**src/rtl/fe_rx_pkg.sv**
```systemverilog
package fe_rx_pkg;
  localparam int SYM_W = 5;
  localparam int NIB_W = 4;
  localparam int WIN_W = 2 * SYM_W;
  localparam logic [WIN_W-1:0] SSD_PAT  = 10'b11000_10001;
  localparam logic [SYM_W-1:0] GRP_IDL  = 5'b11111;
  localparam logic [SYM_W-1:0] GRP_TRM  = 5'b01101;

  typedef enum logic [1:0] {GK_DATA, GK_IDLE, GK_END, GK_BAD} grp_kind_e;

  typedef struct packed {
    grp_kind_e        kind;
    logic [NIB_W-1:0] nib;
  } grp_dec_t;

  function automatic grp_dec_t decode_5b(input logic [SYM_W-1:0] g);
    grp_dec_t r;
    r.kind = GK_DATA;
    r.nib  = '0;
    case (g)
      5'b11110: r.nib = 4'h0;
      5'b01001: r.nib = 4'h1;
      5'b10100: r.nib = 4'h2;
      5'b10101: r.nib = 4'h3;
      5'b01010: r.nib = 4'h4;
      5'b01011: r.nib = 4'h5;
      5'b01110: r.nib = 4'h6;
      5'b01111: r.nib = 4'h7;
      5'b10010: r.nib = 4'h8;
      5'b10011: r.nib = 4'h9;
      5'b10110: r.nib = 4'hA;
      5'b10111: r.nib = 4'hB;
      5'b11010: r.nib = 4'hC;
      5'b11011: r.nib = 4'hD;
      5'b11100: r.nib = 4'hE;
      5'b11101: r.nib = 4'hF;
      GRP_IDL:  r.kind = GK_IDLE;
      GRP_TRM:  r.kind = GK_END;
      default:  r.kind = GK_BAD;
    endcase
    return r;
  endfunction
endpackage

```
**src/rtl/fe_rx_nrzi.sv**
```systemverilog
module fe_rx_nrzi (
  input  logic clk_i,
  input  logic rst_ni,
  input  logic bit_en_i,
  input  logic line_i,
  output logic nrz_o
);
  logic last_q;

  always_ff @(posedge clk_i or negedge rst_ni) begin
    if (!rst_ni)       last_q <= 1'b0;
    else if (bit_en_i) last_q <= line_i;
  end

  assign nrz_o = line_i ^ last_q;
endmodule

```
**src/rtl/fe_rx_descrambler.sv**
```systemverilog
module fe_rx_descrambler #(
  parameter int LOCK_RUN   = 32,
  parameter int ZERO_LIMIT = 4
) (
  input  logic clk_i,
  input  logic rst_ni,
  input  logic fiber_i,
  input  logic bit_en_i,
  input  logic bit_i,
  output logic out_o,
  output logic out_en_o,
  output logic lock_o,
  output logic drop_o
);
  localparam int LFSR_W = 11;
  localparam int TAP_LO = 8;
  localparam int LC_W   = $clog2(LOCK_RUN + 1);
  localparam int ZC_W   = $clog2(ZERO_LIMIT + 1);

  logic [LFSR_W-1:0] st_q;
  logic [LC_W-1:0]   lcnt_q;
  logic [ZC_W-1:0]   zcnt_q;
  logic              key, plain;

  assign key   = st_q[LFSR_W-1] ^ st_q[TAP_LO];
  assign plain = bit_i ^ key;

  always_ff @(posedge clk_i or negedge rst_ni) begin
    if (!rst_ni) begin
      st_q     <= '0;
      lcnt_q   <= '0;
      zcnt_q   <= '0;
      out_o    <= 1'b0;
      out_en_o <= 1'b0;
      lock_o   <= 1'b0;
      drop_o   <= 1'b0;
    end else begin
      out_en_o <= 1'b0;
      drop_o   <= 1'b0;
      if (fiber_i) begin
        out_o    <= bit_i;
        out_en_o <= bit_en_i;
        lock_o   <= 1'b0;
        lcnt_q   <= '0;
        zcnt_q   <= '0;
      end else if (bit_en_i) begin
        if (!lock_o) begin
          // idle plaintext is all ones, so the line bit inverted is keystream
          st_q <= {st_q[LFSR_W-2:0], ~bit_i};
          if (plain) begin
            if (lcnt_q == LC_W'(LOCK_RUN - 1)) begin
              lock_o <= 1'b1;
              lcnt_q <= '0;
              zcnt_q <= '0;
            end else begin
              lcnt_q <= lcnt_q + 1'b1;
            end
          end else begin
            lcnt_q <= '0;
          end
        end else begin
          st_q <= {st_q[LFSR_W-2:0], key};
          if (!plain && zcnt_q == ZC_W'(ZERO_LIMIT - 1)) begin
            lock_o <= 1'b0;
            drop_o <= 1'b1;
            zcnt_q <= '0;
          end else begin
            out_o    <= plain;
            out_en_o <= 1'b1;
            zcnt_q   <= plain ? '0 : zcnt_q + 1'b1;
          end
        end
      end
    end
  end
endmodule

```
**src/rtl/fe_rx_framer.sv**
```systemverilog
module fe_rx_framer
  import fe_rx_pkg::*;
(
  input  logic             clk_i,
  input  logic             rst_ni,
  input  logic             bit_en_i,
  input  logic             bit_i,
  input  logic             drop_i,
  output logic             in_frame_o,
  output logic             nib_en_o,
  output logic             rx_dv_o,
  output logic             rx_er_o,
  output logic [NIB_W-1:0] rxd_o
);
  localparam int CNT_W = $clog2(SYM_W);

  logic [WIN_W-2:0] win_q;
  logic [WIN_W-1:0] win_n;
  logic [CNT_W-1:0] cnt_q;
  logic             aligned_q, abort_q;
  grp_dec_t         dec;

  assign win_n = {win_q, bit_i};
  assign dec   = decode_5b(win_n[SYM_W-1:0]);

  always_ff @(posedge clk_i or negedge rst_ni) begin
    if (!rst_ni) begin
      win_q      <= '0;
      cnt_q      <= '0;
      aligned_q  <= 1'b0;
      abort_q    <= 1'b0;
      in_frame_o <= 1'b0;
      nib_en_o   <= 1'b0;
      rx_dv_o    <= 1'b0;
      rx_er_o    <= 1'b0;
      rxd_o      <= '0;
    end else begin
      nib_en_o <= 1'b0;
      abort_q  <= 1'b0;
      if (abort_q) begin
        rx_dv_o <= 1'b0;
        rx_er_o <= 1'b0;
      end
      if (drop_i) begin
        aligned_q  <= 1'b0;
        in_frame_o <= 1'b0;
        cnt_q      <= '0;
        if (in_frame_o) begin
          nib_en_o <= 1'b1;
          rx_dv_o  <= 1'b1;
          rx_er_o  <= 1'b1;
          rxd_o    <= '0;
          abort_q  <= 1'b1;
        end
      end else if (bit_en_i) begin
        win_q <= win_n[WIN_W-2:0];
        if (!in_frame_o && win_n == SSD_PAT) begin
          in_frame_o <= 1'b1;
          aligned_q  <= 1'b1;
          cnt_q      <= '0;
        end else if (aligned_q) begin
          if (cnt_q == CNT_W'(SYM_W - 1)) begin
            cnt_q    <= '0;
            nib_en_o <= 1'b1;
            rxd_o    <= '0;
            rx_dv_o  <= 1'b0;
            rx_er_o  <= 1'b0;
            if (in_frame_o) begin
              case (dec.kind)
                GK_DATA: begin
                  rx_dv_o <= 1'b1;
                  rxd_o   <= dec.nib;
                end
                GK_END: in_frame_o <= 1'b0;
                GK_IDLE: begin
                  rx_dv_o    <= 1'b1;
                  rx_er_o    <= 1'b1;
                  in_frame_o <= 1'b0;
                end
                default: begin
                  rx_dv_o <= 1'b1;
                  rx_er_o <= 1'b1;
                end
              endcase
            end
          end else begin
            cnt_q <= cnt_q + 1'b1;
          end
        end
      end
    end
  end
endmodule

```
**src/rtl/fe_pcs_rx.sv**
```systemverilog
module fe_pcs_rx #(
  parameter int LOCK_RUN   = 32,
  parameter int ZERO_LIMIT = 4
) (
  input  logic       clk_i,
  input  logic       rst_ni,
  input  logic       bit_en_i,
  input  logic       nrzi_i,
  input  logic       fiber_i,
  output logic       nib_en_o,
  output logic       rx_dv_o,
  output logic       rx_er_o,
  output logic [3:0] rxd_o,
  output logic       lock_o
);
  logic nrz, pt_bit, pt_en, lock_drop, in_frame;

  fe_rx_nrzi u_nrzi (
    .clk_i    (clk_i),
    .rst_ni   (rst_ni),
    .bit_en_i (bit_en_i),
    .line_i   (nrzi_i),
    .nrz_o    (nrz)
  );

  fe_rx_descrambler #(
    .LOCK_RUN   (LOCK_RUN),
    .ZERO_LIMIT (ZERO_LIMIT)
  ) u_dscr (
    .clk_i    (clk_i),
    .rst_ni   (rst_ni),
    .fiber_i  (fiber_i),
    .bit_en_i (bit_en_i),
    .bit_i    (nrz),
    .out_o    (pt_bit),
    .out_en_o (pt_en),
    .lock_o   (lock_o),
    .drop_o   (lock_drop)
  );

  fe_rx_framer u_framer (
    .clk_i      (clk_i),
    .rst_ni     (rst_ni),
    .bit_en_i   (pt_en),
    .bit_i      (pt_bit),
    .drop_i     (lock_drop),
    .in_frame_o (in_frame),
    .nib_en_o   (nib_en_o),
    .rx_dv_o    (rx_dv_o),
    .rx_er_o    (rx_er_o),
    .rxd_o      (rxd_o)
  );
endmodule

```
**config.mk**
```make
export PLATFORM = sky130hd
export DESIGN_NAME = fe_pcs_rx
export DESIGN_NICKNAME = d
export VERILOG_FILES = /design/src/rtl/fe_rx_pkg.sv /design/src/rtl/fe_rx_nrzi.sv /design/src/rtl/fe_rx_descrambler.sv /design/src/rtl/fe_rx_framer.sv /design/src/rtl/fe_pcs_rx.sv
export SDC_FILE = /design/constraint.sdc
export NUM_CORES = 1
export LEC_CHECK = 0
export BUFFER_PORTS_ARGS = -buffer_cell sky130_fd_sc_hd__buf_4
export CAP_MARGIN = 10
export CORE_MARGIN = 2
export CORE_UTILIZATION = 60
export DETAILED_ROUTE_END_ITERATION = 12
export PLACE_DENSITY = 0.78
export SLEW_MARGIN = 20
export SYNTH_ARGS = -nofsm -noshare
export SYNTH_HDL_FRONTEND = slang
export SYNTH_SLANG_ARGS = --single-unit
```
**constraint.sdc**
```tcl
create_clock -name clk_i -period 2.3 [get_ports clk_i]
set_input_delay 0.46 -clock clk_i [delete_from_list [all_inputs] [get_ports clk_i]]
set_output_delay 0.46 -clock clk_i [all_outputs]
set_load 0.005 [all_outputs]
```
* Word level (Yosys, flattened, before mapping)
Cells that the tools add are included.
** Word-level totals
- Word-level logic and storage cells :: 161
- Output and inout port bits :: 8
- Bits in registers :: 47
- Bits of input ports :: 5
** Cells by class
- Bitwise gates (word level) :: 6
- Reduce and logical (&&, ||, !) cells :: 27
- Equal/unequal tests :: 28
- Add/sub/neg operators :: 3
- Multiplexer cells :: 80
** Operators with widths (count)
- equality test 5 bit, second input constant :: 12
- one-hot mux 4 bit (15 select lines) :: 1
- 2-to-1 mux 1 bit :: 53
- 2-to-1 mux 3 bit :: 12
- 2-to-1 mux 4 bit :: 8
- equality test 5 x 4 -> 1 bit, second input constant :: 6
- 2-to-1 mux 6 bit :: 5
- OR reduction 16 bit :: 1
- nonzero test 2 bit :: 6
- nonzero test 3 bit :: 4
- equality test 10 bit, second input constant :: 1
- AND reduction 2 bit :: 5
- AND reduction 3 bit :: 3
- adder 3 x 1 -> 3 bit, second input constant :: 2
- adder 6 x 1 -> 6 bit, second input constant :: 1
- equality test 6 x 5 -> 1 bit, second input constant :: 1
- inequality test 2 bit, second input constant :: 3
- one-hot mux 2 bit (3 select lines) :: 1
- AND reduction 5 bit :: 1
- OR reduction 2 bit :: 2
- equality test 3 x 2 -> 1 bit, second input constant :: 1
- equality test 3 bit, second input constant :: 1
- NOT 1 bit :: 3
- XOR 1 bit :: 3
- 6 further kinds :: 8

* Depth between registers and ports, before layout
Gate-level depths: netlist of the first run.
- Depth after elaboration :: 12
- Mapped depth :: 8
- Gate-level depth less buffers :: 8

* By module
A second synthesis of the first run with hierarchy kept.
** Second synthesis, totals
- Cells, all modules :: 238
- Area, all modules :: 2407.3 um2
** Modules (own cells, without submodules)
- fe_rx_framer :: times used 1, cells each 105, sequential area each 550.5 um2, area each 1184.9 um2
- fe_rx_descrambler :: times used 1, cells each 130, sequential area each 600.6 um2, area each 1173.6 um2
- fe_rx_nrzi :: times used 1, cells each 3, sequential area each 25.0 um2, area each 48.8 um2

* Least setup slack after synthesis of the first run
OpenSTA, ideal clock, no wires.
- Kind :: reg2reg
- Start :: reg u_framer.win_q[3]
- End :: reg u_framer.rxd_o[3]
- Path slack :: 630 ps
- Stages on the path, launching flop included :: 8
- Library setup time :: 87 ps
- Data arrival time :: 1583 ps
- Path through :: dfrtp_1 > clkbuf_1 > o21ai_0 > o22ai_1 > ha_1 > and4_1 > nand3_1 > a22oi_1
** Between the ends
- Longest elaborated chain between the ends :: 11
- Elaborated cells on any way between the ends :: 33
- Those cells by class :: eq/ne: 20; mux: 9; reduce/logical: 4
** RTL lines
- from (decl) :: RTL line fe_rx_framer.sv:17 : logic [WIN_W-2:0] win_q;
- from (signal assigned) :: RTL line fe_rx_framer.sv:56 : win_q <= win_n[WIN_W-2:0];
- equality test 5 bit or equality test 5 x 4 -> 1 bit (tied branches) :: RTL line fe_rx_pkg.sv:20 : case (g)
- OR reduction 16 bit (no source line)
- one-hot mux 2 bit (3 select lines) :: RTL line fe_rx_pkg.sv:20
- logical NOT 2 bit :: RTL line fe_rx_framer.sv:69 : case (dec.kind)
- 2-to-1 mux 4 bit :: RTL line fe_rx_framer.sv:69
- 2-to-1 mux 4 bit :: RTL line fe_rx_framer.sv:68 : if (in_frame_o) begin
- 2-to-1 mux 4 bit :: RTL line fe_rx_framer.sv:62 : if (cnt_q == CNT_W'(SYM_W - 1)) begin
- 2-to-1 mux 4 bit :: RTL line fe_rx_framer.sv:61 : end else if (aligned_q) begin
- 2-to-1 mux 4 bit :: RTL line fe_rx_framer.sv:57 : if (!in_frame_o && win_n == SSD_PAT) begin
- 2-to-1 mux 4 bit :: RTL line fe_rx_framer.sv:55 : end else if (bit_en_i) begin
- 2-to-1 mux 4 bit :: RTL line fe_rx_framer.sv:44 : if (drop_i) begin
- to (signal assigned) :: RTL line fe_rx_framer.sv:72 : rxd_o <= dec.nib;
- to (decl) :: RTL line fe_rx_framer.sv:13 : output logic [NIB_W-1:0] rxd_o
Parallel ways exist; a longest one is shown, timed or not. The select of a mux whose other input is x is not followed.
A chain may end at the register's enable or synchronous reset.

* Final worst setup path of the first run
- Start :: reg u_framer.win_q[0]
- End :: reg u_framer.rxd_o[2]
Same word-level chain as after synthesis.

==> results.tsv, run 1 <==
stage	metric	value	unit
synthesis	Syn Nets	247	
routing	antenna-violating nets left	0	
cells_and_area	nets	257	
placed_design	Setup WS pre-CTS	0.517	ns
placed_design	HPWL after DPL	2.85	mm
cells_and_area	Area Overhead vs Synth	8.72	%
run_status	status	finished clean	
synthesis	Post-Synth XOR/XNOR Area	5.66	%
floorplan	Die Wd	67.9	um
synthesis	Yosys cell types	45	
floorplan	Starting Density	61.8	%
setup_path	crit-path max FO	13	
timing	Setup TNS	0	ns
timing	Max Slew Vio Count	0	
cells_and_area	layout cells sized above 1	18.7	%
timing	maximum clock rate	554	MHz
routing	DR pass1 iterations	4	
setup_path	critical path class	reg -> reg	
global_route	initial antenna violation count	0	
synthesis	register bit total from synthesis	47	
timing	RSZ-0062 raised after global routing	no	
timing	Hold Violations, Final	0	
cells_and_area	ANT cells	0	
synthesis	Synth Area in Compound Gates	13.2	%
synthesis	Synth Area in Adders	3.06	%
global_route	largest net degree at the start of global routing	48	
cts	Clock Sinks	47	
synthesis	Post-Synth Simple-Gate Area	15.9	%
cells_and_area	final core utilization	67.1	%
timing	final worst slack	0.494	ns
floorplan	Die ar.	4610	sq um
cts	worst-skew pair later-pin latency	0.29	ns
power_and_ir_drop	Max VDD drop	0.000559	V
cts	PostCTS Resize Cnt	0	
synthesis	Cell Area, Synth	2450	sq um
routing	DRC	0	
cts	CTS buffer count	5	
global_route	first-pass GRT wire length	7.05	mm
setup_path	worst endpoint required time	2.51	ns
global_route	GRT Total Usage	20.2	%
synthesis	mux share of post-synthesis cell area	10.2	%
cts	Clk pin slew, worst setup/hold paths	0.08	ns
global_route	vias in the first global route	1559	
cts	CTS H-tree depth	2	
synthesis	main combinational cell family by area after synthesis	simple AND/OR/NAND/NOR gates	
timing	Clock Skews	0.00537	ns
setup_path	Setup crit start kind	flip-flop	
setup_path	WP data arrival	2.02	ns
synthesis	Ys Warns	0	
flow_run	max cap viols	0	
cts	Root Driver	clkbuf_8	
timing	Final Setup Violations	0	
routing	Via-to-Cell Ratio	5.78	
synthesis	cells after synthesis	236	
cts	postcts setup bufs	0	
routing	total wire length	4.09	mm
timing	worst rel slew slack	62.0	%
hold_path	Hold WC Path Type	in -> async	
cts	CTS max path bufs	2	
synthesis	sequential-to-total area share from yosys stat	48.0	%
synthesis	EDFF count, synth	0	
placed_design	PortBufs	12	
synthesis	Avg Cell Area, Syn	10.4	sq um
synthesis	share of flip-flops with an asynchronous set or reset	100	%
placed_design	routability cong.	0.849	
synthesis	Synth Flop Type	dfrtp_1	
floorplan	core footprint	3970	sq um
floorplan	cell row count	23	
routing	Vias	1711	
routing	Starting DRT DRC Count	169	
power_and_ir_drop	leakage power	0.00120	uW
timing	Tightest Pin Transition	0.570	ns
cts	CTS tree	done	
timing	min Tclk post-route	1.81	ns
floorplan	I/O pins	13	
power_and_ir_drop	total power	2350	uW
power_and_ir_drop	Pwr per Cell Area	880	nW/um^2
setup_path	crit end category	flip-flop	
global_route	grt total ovfl	0	
floorplan	height of the die	67.9	um
timing	final worst path period share	78.5	%
cts	Hold-fix buffers, CTS	0	
routing	Avg WL per Cell	13.8	um
cell usage after synthesis, types with 2 or more instances:
cell      number  area, sq um
dfrtp_1       47         1180
and3_1         4         25.0
o21ai_0       21          105
o221ai_1       2         17.5
xnor2_1        5         43.8
a22oi_1        3         22.5
mux2i_1        2         20.0
ha_1           6         75.1
nand3_1        8         40.0
o21ai_1        3         15.0
inv_1         12         45.0
xnor2_2        2         32.5
buf_2          6         30.0
o211ai_1       4         30.0
nand2b_1       8         50.1
clkbuf_1       4         15.0
nor2b_1        2         12.5
nor2_1        17         63.8
nor3_1         3         15.0
a21oi_1        9         45.0
xor2_1         4         35.0
nor3b_1        3         22.5
mux2_2        19          214
nand4_1        2         12.5
nand2_1       20         75.1
final timing paths:
path,startpoint,to,slack (ns),cells after the start
max in group asynchronous,rst_ni,u_framer.win_q[1],1.75,1
min in group clk_i,nrzi_i,u_nrzi.last_q,0.45,2
max,u_framer.win_q[0],u_framer.rxd_o[2],0.49,6
min,rst_ni,u_framer.rx_er_o,0.16,1
min reg2reg,u_dscr.st_q[7],u_dscr.st_q[8],0.51,1
max reg2reg,u_framer.win_q[0],u_framer.rxd_o[2],0.49,6
stage by stage:
stage               cell area, sq um  std cells  hold WS (ns)
global placement                2560        289         0.484
finish                          2670        296         0.158
detailed placement              2560        289         0.494
global route                    2670        296         0.209
CTS                             2670        296         0.170
floorplan                       2450        236         0.164
area by class of cell:
type / count / area, sq um
clock buffers: 6 / 72.6
repair buffers: 14 / 105
well taps: 50 / 62.6
fillers: 312 / 1310
clock inverters: 1 / 30.0
flip-flops and latches: 47 / 1180
multi-input cells: 166 / 1170
inverters: 12 / 45.0
critical path: stages, from the launching register on:
cell and delay [ns]:
dfrtp_1 0.62, o21ai_0 0.21, o22ai_1 0.22, ha_1 0.18
and4_1 0.22, nand3_1 0.10, a22oi_1 0.18
power by group:
part           internal [uW]  total, uW  switching [uW]
Clock                    319        568             250
Sequential               995       1170             179
Combinational            313        605             292
registers in the layout, indices dropped and copies added (netlist names):
| name | cells |
|---|---|
| u_framer.in_frame_o | 1 |
| u_framer.rx_dv_o | 1 |
| u_dscr.st_q | 11 |
| u_framer.nib_en_o | 1 |
| u_framer.aligned_q | 1 |
| u_framer.abort_q | 1 |
| u_framer.win_q | 9 |
| u_framer.rxd_o | 4 |
| u_framer.rx_er_o | 1 |
| u_dscr.out_en_o | 1 |
| u_nrzi.last_q | 1 |
| u_dscr.out_o | 1 |
| u_dscr.zcnt_q | 3 |
| u_dscr.lcnt_q | 6 |
| u_framer.cnt_q | 3 |
| u_dscr.drop_o | 1 |
| u_dscr.lock_o | 1 |
placed cells by master (no fill, tap or decap), types with 3 or more instances in the layout:
cell type / Yosys / layout
o21ai_1: 3 / 3
o21ai_0: 21 / 21
a22oi_1: 3 / 3
ha_1: 6 / 6
nand3_1: 8 / 8
nand2_1: 20 / 20
buf_4: 0 / 14
o211ai_1: 4 / 4
xnor2_1: 5 / 5
nor3b_1: 3 / 3
nor3_1: 3 / 3
mux2_2: 19 / 19
a21oi_1: 9 / 9
dfrtp_1: 47 / 47
inv_1: 12 / 12
xor2_1: 4 / 4
clkbuf_8: 0 / 5
nor2_1: 17 / 17
nand2b_1: 8 / 8
and3_1: 4 / 4
per-layer routing:
layer  global-route usage, %  vias up  part of all wire [%]
met3                    4.93        4                   4.1
met4                    7.25        0                   1.0
met5                       0        -                     0
met2                    32.5       41                    50
li1                        -      851                     -
met1                    26.7      815                    45
cells by family after synthesis:
group	after synthesis
and+or+nand+nor	74
buffers and inverters	23
AOI/OAI and AO/OA	52
DFF	47
muxes	22
xor gates and xnor gates	12
adders and majority gates	6
Power figures use the tool's default switching activity.
==> inputs of run 2 (changes only) <==
==> constraint.sdc (replaced) <==
create_clock -name clk_i -period 1.72 [get_ports clk_i]
set_input_delay 0.344 -clock clk_i [delete_from_list [all_inputs] [get_ports clk_i]]
set_output_delay 0.344 -clock clk_i [all_outputs]
set_load 0.005 [all_outputs]
==> run 2 against run 1 <==
Clock power up 48%. Hold slack got worse by 0.12 ns. Core utilization is 2.1 points higher. First-iteration DRC count shrank 15%. Final area grew 3.1%. Die area stayed put. Count of clock-buffer cells in the layout is the same. Power up 41%. Sequential power rose by 32%. Highest routed layer unchanged. Sequential share of layout area decreased by 1.1 points.
==> results.tsv, run 2 (synthesis results as in run 1) <==
stage	metric	value	unit	change
run_status	status	finished clean		unchanged
cells_and_area	most common cell after layout, fill and taps aside	dfrtp_1		unchanged
floorplan	cell row count	23		unchanged
routing	Avg WL per Cell	14.4	um	was 13.8 um
power_and_ir_drop	Pwr per Cell Area	1200	nW/um^2	was 880 nW/um^2
setup_path	critical path's slowest cell	dfrtp_2		was dfrtp_1
setup_path	WP data arrival	1.80	ns	was 2.02 ns
cells_and_area	nets	265		was 257
routing	antenna-violating nets left	0		unchanged
placed_design	routability cong.	0.947		was 0.849
timing	Tightest Pin Transition	0.569	ns	was 0.570 ns
routing	Via-to-Cell Ratio	5.70		was 5.78
routing	DR pass1 iterations	4		unchanged
cells_and_area	Design Area, Final	2750	sq um	was 2670 sq um
timing	worst rel slew slack	62.1	%	was 62.0%
routing	DRC	0		unchanged
setup_path	worst flop-to-flop path endpoint	u_framer.rxd_o[3]		was u_framer.rxd_o[2]
placed_design	area of placed instances	2620	sq um	was 2560 sq um
cts	CTS tree	done		unchanged
cts	worst-skew pair later-pin latency	0.30	ns	was 0.29 ns
placed_design	HPWL after DPL	3.12	mm	was 2.85 mm
cells_and_area	Top reg by flops	u_dscr.st_q		unchanged
setup_path	crit end category	flip-flop		unchanged
cts	CTS buffer count	5		unchanged
cells_and_area	max reg flops	11		unchanged
power_and_ir_drop	leakage power	0.00125	uW	was 0.00120 uW
floorplan	I/O pins	13		unchanged
setup_path	CP startpoint	u_framer.win_q[2]		was u_framer.win_q[0]
hold_path	Hold WC Path Type	in -> async		unchanged
placed_design	PortBufs	12		unchanged
cts	CTS H-tree depth	2		unchanged
timing	RSZ-0062 raised after global routing	no		unchanged
floorplan	Starting Density	61.8	%	unchanged
setup_path	crit-path leading delay family	simple AND/OR/NAND/NOR gates		was flip-flops
global_route	grt total ovfl	0		unchanged
setup_path	crit-path max FO	10		was 13
routing	Vias	1738		was 1711
setup_path	Setup crit start kind	flip-flop		unchanged
timing	maximum clock rate	633	MHz	was 554 MHz
setup_path	critical path class	reg -> reg		unchanged
cells_and_area	ANT cells	0		unchanged
setup_path	slowest stage delay, CP	0.47	ns	was 0.62 ns
routing	total wire length	4.39	mm	was 4.09 mm
cells_and_area	Area Overhead vs Synth	12.1	%	was 8.72%
timing	final worst path period share	91.9	%	was 78.5%
global_route	GRT Total Usage	22.8	%	was 20.2%
cts	Clock Sinks	47		unchanged
setup_path	Crit path depth	7		was 6
global_route	first-pass GRT wire length	7.84	mm	was 7.05 mm
power_and_ir_drop	Max VDD drop	0.000721	V	was 0.000559 V
setup_path	worst endpoint required time	1.94	ns	was 2.51 ns
timing	Clock Skews	0.00458	ns	was 0.00537 ns
global_route	initial antenna violation count	0		unchanged
cts	postcts setup bufs	0		unchanged
cells_and_area	commonest non-fill, non-tap cells in the layout	dfrtp_1, buf_4, nand2_1		was dfrtp_1, o21ai_0, nand2_1
flow_run	max cap viols	0		unchanged
routing	Starting DRT DRC Count	143		was 169
floorplan	core footprint	3970	sq um	unchanged
cts	Clk pin slew, worst setup/hold paths	0.09	ns	was 0.08 ns
setup_path	worst r2r path cells	7		was 6
setup_path	Reg2Reg Launch Point	u_framer.win_q[2]		was u_framer.win_q[0]
cells_and_area	Largest regs	u_dscr.st_q: 11 flops, u_framer.win_q: 9 flops, u_dscr.lcnt_q: 6 flops		unchanged
setup_path	R2R Setup Slk	0.14	ns	was 0.49 ns
cells_and_area	layout cells sized above 1	23.9	%	was 18.7%
setup_path	Buf+Inv Stages, Crit Path	0		unchanged
cts	PostCTS Resize Cnt	0		unchanged
cts	Hold-fix buffers, CTS	0		unchanged
setup_path	CP Cell Sequence	nand3_1 -> nor2_1 -> o22ai_1 -> ha_1 -> and4_1 -> nand3_1 -> a22oi_1		was o21ai_0 -> o22ai_1 -> ha_1 -> and4_1 -> nand3_1 -> a22oi_1
cts	Root Driver	clkbuf_8		unchanged
power_and_ir_drop	total power	3300	uW	was 2350 uW
floorplan	Die Wd	67.9	um	unchanged
timing	Setup TNS	0	ns	unchanged
floorplan	Die ar.	4610	sq um	unchanged
floorplan	height of the die	67.9	um	unchanged
setup_path	CP endpoint	u_framer.rxd_o[3]		was u_framer.rxd_o[2]
global_route	vias in the first global route	1763		was 1559
cts	CTS max path bufs	2		unchanged
setup_path	cell mode on critical path	nand3_1		
timing	Hold Violations, Final	0		unchanged
timing	min Tclk post-route	1.58	ns	was 1.81 ns
timing	Max Slew Vio Count	0		unchanged
timing	Final Setup Violations	0		unchanged
global_route	largest net degree at the start of global routing	48		unchanged
run 2: layer usage:
layer | wire, um | vias to the layer above | global-route usage (%)
li1 | - | 861 | -
met1 | 1970 | 836 | 28.3
met2 | 2150 | 30 | 38.2
met3 | 162 | 11 | 4.93
met4 | 115 | 0 | 9.75
met5 | 0 | - | 0
run 2: report_power, final:
part / internal [uW] / total [uW] / switching [uW]
clock: 470 / 840 / 369
combinational: 470 / 925 / 455
sequential: 1340 / 1540 / 202
total: 2280 / 3300 / 1030
run 2: how the worst min path moves through the flow:
stage | cells past startpoint | from | end
final | 1 | rst_ni | u_framer.cnt_q[2]
after detailed placement | 1 | rst_ni | u_framer.abort_q
after global placement | 1 | rst_ni | u_framer.abort_q
after CTS | 1 | rst_ni | u_framer.nib_en_o
after floorplan | 0 | rst_ni | u_dscr.drop_o
after global routing | 1 | rst_ni | u_framer.win_q[7]
run 2: through the flow:
step / std cells / setup slack, ns / hold WS [ns] / utilization (%)
4_1_cts: 305 / 0.102 / 0.0527 / 69.0
5_1_grt: 305 / 0.00320 / 0.0821 / 69.2
3_3_place_gp: 297 / 0.160 / 0.385 / 66.1
3_5_place_dp: 297 / 0.108 / 0.387 / 66.1
2_1_floorplan: 236 / 0.0495 / 0.0484 / -
6_report: 305 / 0.139 / 0.0350 / 69.2
run 2: area by class of cell:
class	count	area, sq um
fillers	308	1220
flip-flops and latches	47	1180
multi-input cells	166	1180
repair buffers	22	165
clock buffers	6	82.6
well taps	50	62.6
inverters	12	45.0
clock inverters	2	35.0
run 2: worst register-to-register path: stages (launching register included):
cell     delay [ns]
dfrtp_2        0.47
nand3_1        0.11
nor2_1         0.06
o22ai_1        0.17
ha_1           0.19
and4_1         0.22
nand3_1        0.10
a22oi_1        0.18
==> inputs of run 3 (changes only) <==
--- a/config.mk
+++ b/config.mk
@@ -10,8 +10,10 @@
 export CORE_MARGIN = 2
 export CORE_UTILIZATION = 60
 export DETAILED_ROUTE_END_ITERATION = 12
+export MAX_ROUTING_LAYER = met4
 export PLACE_DENSITY = 0.78
 export SLEW_MARGIN = 20
 export SYNTH_ARGS = -nofsm -noshare
 export SYNTH_HDL_FRONTEND = slang
 export SYNTH_SLANG_ARGS = --single-unit
+export TNS_END_PERCENT = 100
==> run 3 against run 2 <==
Count of clock-buffer cells in the layout is 1 lower. Core utilization is 0.32 points lower. Hold slack worse by 0.0076 ns. Sequential share of layout area is 0.11 points higher. Combinational power hardly changed. Power is 0.81% lower. Final area is 0.46% lower. Worst setup slack worse by 0.045 ns. Global-route usage is 0.96 points lower. Clock skew is 0.0038 ns higher.
==> results.tsv, run 3 (synthesis results as in run 1) <==
stage	metric	value	unit	change
run_status	status	finished clean		unchanged
power_and_ir_drop	Pwr per Cell Area	1200	nW/um^2	about the same
setup_path	CP Cell Sequence	nand2b_1 -> nor2_1 -> o21ai_0 -> nand2_1 -> ha_1 -> nand3_1 -> o21ai_0 -> a21oi_1		was nand3_1 -> nor2_1 -> o22ai_1 -> ha_1 -> and4_1 -> nand3_1 -> a22oi_1
routing	antenna-violating nets left	0		unchanged
routing	total wire length	4.28	mm	was 4.39 mm
setup_path	worst endpoint required time	1.91	ns	was 1.94 ns
setup_path	Buf+Inv Stages, Crit Path	0		unchanged
cells_and_area	layout cells sized above 1	22.8	%	was 23.9%
cts	Clk pin slew, worst setup/hold paths	0.09	ns	about the same
timing	final worst slack	0.0947	ns	was 0.139 ns
setup_path	Setup crit start kind	flip-flop		unchanged
floorplan	height of the die	67.9	um	unchanged
timing	Hold Violations, Final	0		unchanged
cells_and_area	ANT cells	0		unchanged
placed_design	Setup WS pre-CTS	0.104	ns	was 0.108 ns
timing	maximum clock rate	615	MHz	was 633 MHz
setup_path	Reg2Reg Launch Point	u_dscr.out_o		was u_framer.win_q[2]
timing	Clock Skews	0.00841	ns	was 0.00458 ns
cts	PostCTS Resize Cnt	0		unchanged
cts	CTS tree	done		unchanged
cts	Root Driver	clkbuf_8		unchanged
floorplan	cell row count	23		unchanged
global_route	grt total ovfl	0		unchanged
global_route	first-pass GRT wire length	7.25	mm	was 7.84 mm
setup_path	crit-path leading delay family	flip-flops		was simple AND/OR/NAND/NOR gates
routing	Starting DRT DRC Count	128		was 143
timing	Setup TNS	0	ns	unchanged
global_route	initial antenna violation count	0		unchanged
routing	DR pass1 iterations	4		unchanged
timing	Final Setup Violations	0		unchanged
routing	DRC	0		unchanged
setup_path	crit end category	flip-flop		unchanged
cells_and_area	max reg flops	11		unchanged
timing	Tightest Pin Transition	0.573	ns	was 0.569 ns
setup_path	CP startpoint	u_dscr.out_o		was u_framer.win_q[2]
placed_design	area of placed instances	2620	sq um	about the same
cts	CTS H-tree depth	2		unchanged
global_route	vias in the first global route	1641		was 1763
global_route	largest net degree at the start of global routing	48		unchanged
power_and_ir_drop	total power	3280	uW	was 3300 uW
cells_and_area	Area Overhead vs Synth	11.6	%	was 12.1%
setup_path	WP data arrival	1.82	ns	was 1.80 ns
power_and_ir_drop	leakage power	0.00124	uW	was 0.00125 uW
power_and_ir_drop	Max VDD drop	0.000766	V	was 0.000721 V
placed_design	routability cong.	0.980		was 0.947
cells_and_area	most common cell after layout, fill and taps aside	dfrtp_1		unchanged
routing	Avg WL per Cell	14.1	um	was 14.4 um
cts	postcts setup bufs	0		unchanged
timing	Max Slew Vio Count	0		unchanged
routing	Vias	1740		was 1738
placed_design	HPWL after DPL	2.95	mm	was 3.12 mm
flow_run	max cap viols	0		unchanged
setup_path	crit-path max FO	7		was 10
cells_and_area	Finished Layout Cells	304		was 305
cts	Clock Sinks	47		unchanged
placed_design	placed cells	296		was 297
cells_and_area	commonest non-fill, non-tap cells in the layout	dfrtp_1, o21ai_0, buf_4		was dfrtp_1, buf_4, nand2_1
setup_path	cell mode on critical path	o21ai_0		was nand3_1
cells_and_area	nets	264		was 265
global_route	GRT Total Usage	21.8	%	was 22.8%
timing	worst rel slew slack	61.8	%	was 62.1%
cells_and_area	Design Area, Final	2740	sq um	was 2750 sq um
placed_design	PortBufs	12		unchanged
floorplan	core footprint	3970	sq um	unchanged
floorplan	Die ar.	4610	sq um	unchanged
routing	Via-to-Cell Ratio	5.72		was 5.70
cts	CTS buffer count	5		unchanged
setup_path	critical path class	reg -> reg		unchanged
floorplan	Die Wd	67.9	um	unchanged
cells_and_area	Top reg by flops	u_dscr.st_q		unchanged
timing	min Tclk post-route	1.63	ns	was 1.58 ns
setup_path	slowest stage delay, CP	0.48	ns	was 0.47 ns
floorplan	I/O pins	13		unchanged
floorplan	Starting Density	61.8	%	unchanged
cts	Hold-fix buffers, CTS	0		unchanged
timing	final worst path period share	94.5	%	was 91.9%
setup_path	critical path's slowest cell	dfrtp_1		was dfrtp_2
hold_path	Hold WC Path Type	in -> async		unchanged
cts	worst-skew pair later-pin latency	0.30	ns	about the same
cells_and_area	Largest regs	u_dscr.st_q: 11 flops, u_framer.win_q: 9 flops, u_dscr.lcnt_q: 6 flops		unchanged
cts	CTS max path bufs	2		unchanged
run 3: worst reg2reg max path: cells and delay by family (launching register included):
kind	cells	cell delay, ns
DFF	1	0.48
and+or+nand+nor	4	0.33
AOI/OAI and AO/OA	3	0.43
adders and majority gates	1	0.29
run 3: report_power, final:
part           switching (uW)  internal [uW]
Clock                     382            438
Combinational             458            468
Sequential                197           1330
run 3: path summary, 6_finish.rpt:
| kind | slack [ns] | cells past startpoint | endpoint |
|---|---|---|---|
| worst max-delay path | 0.09 | 8 | u_framer.in_frame_o |
| worst min-delay path | 0.03 | 1 | u_framer.win_q[7] |
| worst max register to register | 0.09 | 8 | u_framer.in_frame_o |
| worst min register to register | 0.51 | 1 | u_dscr.st_q[6] |
| min in group clk_i | 0.32 | 2 | u_nrzi.last_q |
| max in group asynchronous | 1.26 | 1 | u_framer.win_q[2] |
run 3: layout make-up:
type,count,area [sq um]
clock buffers,5,68.8
clock inverters,3,46.3
fillers,306,1230
inverters,12,45.0
multi-input cells,166,1180
flip-flops and latches,47,1180
well taps,50,62.6
repair buffers,21,158
run 3: stage by stage:
stage	util, %	hold slack [ns]
2_1_floorplan	-	0.0484
3_5_place_dp	65.9	0.383
6_report	68.9	0.0274
4_1_cts	68.8	0.0519
5_1_grt	68.9	0.0722
3_3_place_gp	65.9	0.382
run 3: layer usage:
metal / track usage [%] / up-vias / share of wire [%] / wire length [um]
met3: 5.59 / 4 / 3.2 / 136
met5: - / - / 0 / 0
met2: 36.3 / 29 / 50 / 2140
li1: - / 869 / - / -
met4: 7.75 / 0 / 0.93 / 40
met1: 25.6 / 838 / 46 / 1970
